===== src/rtl/fpd_pkg.sv =====
package fpd_pkg;
  localparam int FPD_DW   = 12;
  localparam int FPD_GW   = 12;
  localparam int FPD_FRAC = 8;
  localparam int FPD_OW   = 10;

  typedef enum logic {
    PH_ON  = 1'b0,
    PH_OFF = 1'b1
  } phase_e;
endpackage


===== src/rtl/fpd_track.sv =====
module fpd_track
  import fpd_pkg::*;
#(
  parameter int DW = FPD_DW
) (
  input  logic          clk,
  input  logic          rst_n,
  input  logic [DW-1:0] vref,
  input  logic          acc,
  input  logic [DW-1:0] smp,
  input  logic          period_start,
  input  logic          switch_off,
  output logic [DW-1:0] prev_eff,
  output logic [DW-1:0] valid_q,
  output phase_e        phase_q,
  output logic          live
);
  logic [DW-1:0] cur_q;
  logic [DW-1:0] prev_q;

  always_ff @(posedge clk) begin
    if (!rst_n) begin
      cur_q   <= vref;
      valid_q <= vref;
      prev_q  <= vref;
      phase_q <= PH_ON;
    end else begin
      if (acc) cur_q <= smp;
      if (period_start) begin
        prev_q  <= valid_q;
        phase_q <= PH_ON;
      end else if (switch_off && phase_q == PH_ON) begin
        valid_q <= cur_q;
        phase_q <= PH_OFF;
      end
    end
  end

  // a sample in the period-start cycle already belongs to the new period
  assign prev_eff = period_start ? valid_q : prev_q;
  assign live     = acc && (period_start || (phase_q == PH_ON && !switch_off));
endmodule


===== src/rtl/fpd_math.sv =====
module fpd_math
  import fpd_pkg::*;
#(
  parameter int DW   = FPD_DW,
  parameter int GW   = FPD_GW,
  parameter int FRAC = FPD_FRAC,
  parameter int OW   = FPD_OW
) (
  input  logic [DW-1:0]        vref,
  input  logic [DW-1:0]        smp,
  input  logic [DW-1:0]        prev,
  input  logic [GW-1:0]        kp,
  input  logic [GW-1:0]        kd,
  output logic signed [OW-1:0] res
);
  localparam int EW = DW + 2;
  localparam int PW = EW + GW + 2;
  localparam logic signed [PW-1:0] MAXV = PW'((64'sd1 <<< (OW-1)) - 1);
  localparam logic signed [PW-1:0] MINV = -MAXV - 1;

  logic signed [EW-1:0] err, dif;
  logic signed [PW-1:0] err_x, dif_x, kp_x, kd_x;
  logic signed [PW-1:0] pterm, dterm, sum, shf;

  always_comb begin
    err   = $signed({2'b00, vref}) - $signed({2'b00, smp});
    dif   = $signed({2'b00, prev}) - $signed({2'b00, smp});
    err_x = $signed({{(PW-EW){err[EW-1]}}, err});
    dif_x = $signed({{(PW-EW){dif[EW-1]}}, dif});
    kp_x  = $signed({{(PW-GW){1'b0}}, kp});
    kd_x  = $signed({{(PW-GW){1'b0}}, kd});
    pterm = err_x * kp_x;
    dterm = dif_x * kd_x;
    sum   = pterm + dterm;
    shf   = sum >>> FRAC;
    if (shf > MAXV)      res = MAXV[OW-1:0];
    else if (shf < MINV) res = MINV[OW-1:0];
    else                 res = shf[OW-1:0];
  end
endmodule


===== src/rtl/fast_pd_comp.sv =====
module fast_pd_comp
  import fpd_pkg::*;
#(
  parameter int DW   = FPD_DW,
  parameter int GW   = FPD_GW,
  parameter int FRAC = FPD_FRAC,
  parameter int OW   = FPD_OW
) (
  input  logic                 clk,
  input  logic                 rst_n,
  input  logic [DW-1:0]        smp_data,
  input  logic                 smp_valid,
  output logic                 smp_ready,
  input  logic                 period_start,
  input  logic                 switch_off,
  input  logic [DW-1:0]        vref,
  input  logic [GW-1:0]        kp,
  input  logic [GW-1:0]        kd,
  output logic signed [OW-1:0] corr,
  output logic                 corr_valid
);
  logic                 rdy_q;
  logic                 acc;
  logic [DW-1:0]        prev_eff;
  logic [DW-1:0]        trk_valid;
  phase_e               trk_phase;
  logic                 live;
  logic signed [OW-1:0] res;

  assign acc = smp_valid && rdy_q;

  fpd_track #(.DW(DW)) u_track (
    .clk(clk), .rst_n(rst_n), .vref(vref), .acc(acc), .smp(smp_data),
    .period_start(period_start), .switch_off(switch_off),
    .prev_eff(prev_eff), .valid_q(trk_valid), .phase_q(trk_phase), .live(live)
  );

  fpd_math #(.DW(DW), .GW(GW), .FRAC(FRAC), .OW(OW)) u_math (
    .vref(vref), .smp(smp_data), .prev(prev_eff), .kp(kp), .kd(kd), .res(res)
  );

  always_ff @(posedge clk) begin
    if (!rst_n) begin
      rdy_q      <= 1'b0;
      corr       <= '0;
      corr_valid <= 1'b0;
    end else begin
      rdy_q      <= 1'b1;
      corr_valid <= live;
      if (acc) corr <= res;
    end
  end

  assign smp_ready = rdy_q;
endmodule


===== config.mk =====
export PLATFORM = sky130hd
export DESIGN_NAME = fast_pd_comp
export DESIGN_NICKNAME = d
export VERILOG_FILES = /design/src/rtl/fpd_pkg.sv /design/src/rtl/fpd_track.sv /design/src/rtl/fpd_math.sv /design/src/rtl/fast_pd_comp.sv
export SDC_FILE = /design/constraint.sdc
export NUM_CORES = 1
export LEC_CHECK = 0
export ABC_AREA = 1
export BUFFER_PORTS_ARGS = -buffer_cell sky130_fd_sc_hd__buf_4
export CORE_MARGIN = 3
export CORE_UTILIZATION = 59
export CTS_CLUSTER_DIAMETER = 120
export DETAILED_ROUTE_END_ITERATION = 8
export PLACE_DENSITY_LB_ADDON = 0.08
export SYNTH_ARGS = -nofsm -noshare
export SYNTH_HDL_FRONTEND = slang
export SYNTH_SLANG_ARGS = --single-unit

===== constraint.sdc =====
create_clock -name clk -period 9.6 [get_ports clk]
set_clock_uncertainty 0.15 [all_clocks]
set_input_delay 1.92 -clock clk [delete_from_list [all_inputs] [get_ports clk]]
set_output_delay 1.92 -clock clk [all_outputs]
set_load 0.05 [all_outputs]

==> results.yml <==
cts:
  clock_sinks: 49
  numCtsBuffers: 5
  clockBufferDepth: 2
  cts_hold_buf: 0
  cts_root_buf: "clkbuf_16"
  path_clk_slew_ns: 0.06
  tritoncts: "built"
  h-tree-depth: 2
  clock_latency_ns: 0.30
die:
  die_x_um: 170
  initial_core_util_pct: 60.7
  design.core.area_um2: 26300
  die_h_um: 170
  fp-row-count: 59
  die_area_um2: 29000
  io_pins: 65
final_layout:
  fin_nets: 2828
  drive_above_1_share_pct: 27.9
  final_core_util_pct: 77.2
  n_fill_cell: 1900
  n_antenna_cell: 0
  final_common_cell: "inv_1"
  layout.cells.most_common_list: "inv_1 (490), nand2_1 (415), fa_1 (327)"
  syn2layout_area_growth_pct: 27.3
routing:
  drtIter0Drc: 1074
  wl_per_cell_um: 18.4
  drc: 0
  drt_wl_total_um: 48300
  dr.pass1.iters: 6
  num_vias: 13900
  ant_nets: 0
  viasPerCell: 5.29
worst_hold_path:
  hold_depth: 2
  min_to: "corr[9]$_SDFFE_PN0P_"
  min-delay-start: "corr[9]$_SDFFE_PN0P_"
  min_path_type: "reg -> reg"
synth:
  synth_flop_cell: "dfxtp_1"
  synth_cell_types: 39
  syn-instance-count: 1996
  synth-edff-count: 24
  seq_area_frac_synth_pct: 7.66
  synth_area_um2: 15900
  yosys_warnings: 0
  synth.avg_cell_area_um2: 7.99
  synth_fp_nets: 2534
  synthArstFlopShare_pct: 0
  synth-seq-cells: 49
critical_path:
  critPathKind: "in -> reg"
  cp_slowest_cell: "fa_1"
  cp-end-kind: "register"
  path_buf_inv: 11
  max_stage_delay_ns: 0.59
  cp-start-kind: "input pin"
  path_max_fanout: 7
  crit_arrival_ns: 9.76
  rrSetupSlack_ns: 1.34
  crit_family: "adder cells"
  r2r_cells: 40
  required_ns: 9.62
  r2r_start: "u_track.valid_q[0]$_DFFE_PP_"
  r2r_end: "corr[3]$_SDFFE_PN0P_"
global_route:
  overflow: 0
  grt_pass1_vias: 14400
  grt_pass1_wl_um: 75200
  grt_max_degree: 38
  grt_antenna_before_repair: 0
  grt_usage_pct: 33.5
sta:
  drv_slew: 0
  timing.slew.headroom_pct: 46.7
  finalHoldViolCount: 0
  grt_setup_unrepaired: "yes"
  holdWs_ns: 0.328
  finalCritPeriodShare_pct: 101
  fin_crit_ns: 9.74
  fin_setup_tns_ns: -0.929
  max_clock_freq_mhz: 103
  setup_viol: 9
  worst_slack_ns: -0.138
  tightest_slew_ns: 0.794
flow_run:
  max_cap_viol_count: 0
place:
  place_ws_ns: -0.808
  gp_congestion: 1.02
  io_buffers: 64
  dp_hpwl_um: 39900
status:
  status: "finished with violations"
  failed_checks: "negative setup slack"
==> through the flow <==
step | instances | cell area [µm²]
floorplan | 1996 | 15900
global placement | 2569 | 18300
detailed placement | 2569 | 18300
CTS | 2601 | 19400
global route | 2626 | 20300
finish | 2626 | 20300
==> cell type report <==
class | instances | area, µm² | share of cell area (%)
Clock buffer | 5 | 125 | 0.616
Multi-Input combinational cell | 1366 | 13900 | 68.3
Sequential cell | 49 | 1220 | 6.02
Tap cell | 335 | 419 | 2.06
Timing Repair inverter | 1 | 7.51 | 0.0370
Inverter | 553 | 2110 | 10.4
Timing Repair Buffer | 314 | 2530 | 12.5
Clock inverter | 3 | 21.3 | 0.105
==> registers in the layout (all words and copies together) (netlist names) <==
signal	flops
corr	10
corr_valid	1
smp_ready	1
u_track.cur_q	12
u_track.phase_q	1
u_track.prev_q	12
u_track.valid_q	12
==> what timing repair did <==
item,CTS,global route
buffers inserted,21,25
endpoints found under the setup margin,10,10
cloned,4,0
pin swaps,81,131
gates resized for setup,192,205
==> how the worst max path moves through the flow <==
stage | start | to | slack, ns | depth (start not counted)
2_1_floorplan | period_start | corr[0]$_SDFFE_PN0P_ | 0.03 | 42
3_3_place_gp | period_start | corr[5]$_SDFFE_PN0P_ | -0.66 | 44
3_5_place_dp | period_start | corr[8]$_SDFFE_PN0P_ | -0.81 | 42
4_1_cts | period_start | corr[3]$_SDFFE_PN0P_ | -0.05 | 44
5_1_grt | period_start | corr[3]$_SDFFE_PN0P_ | -0.48 | 46
6_report | period_start | corr[3]$_SDFFE_PN0P_ | -0.14 | 42
==> cell families after synthesis <==
kind of cell | count (synthesis) | synth area share (%)
and+or+nand+nor | 750 | 18.9
buffers and inverters | 583 | 13.8
adders and majority gates | 485 | 54.8
AOI/OAI and AO/OA | 108 | 3.70
DFF | 49 | 7.66
xor gates and xnor gates | 20 | 1.10
muxes | 1 | 0.0628
==> routing by layer <==
| metal | track usage (%) | vias to the layer above | routed length, µm |
|---|---|---|---|
| li1 | - | 6356 | - |
| met1 | 47.4 | 6843 | 19800 |
| met2 | 53.1 | 579 | 22900 |
| met3 | 6.90 | 103 | 3990 |
| met4 | 9.03 | 0 | 1640 |
| met5 | 0 | - | 0 |
==> synthesized netlist by cell type (9+ instances only) <==
library cell	instances	area share [%]
inv_1	543	13
nand2_1	479	11
fa_1	355	45
nor2_1	182	4.3
ha_1	130	10
a21oi_1	54	1.7
o21ai_0	39	1.2
nand3_1	32	1.0
clkbuf_1	27	0.64
dfxtp_1	25	3.1
edfxtp_1	24	4.5
or2_2	21	0.82
xor2_1	11	0.60
xnor2_1	9	0.49
==> worst register-to-register path, delay by kind of cell (launching register included) <==
kind                       cells  cell delay [ns]
adders and majority gates     10             4.29
AOI/OAI and AO/OA              6             0.84
muxes                          1             0.20
and+or+nand+nor               14             1.31
DFF                            1             0.43
buffers and inverters          9             0.91
Power is not shown: default switching activity piles up to over one toggle a cycle in this logic, so the estimate is an artifact.
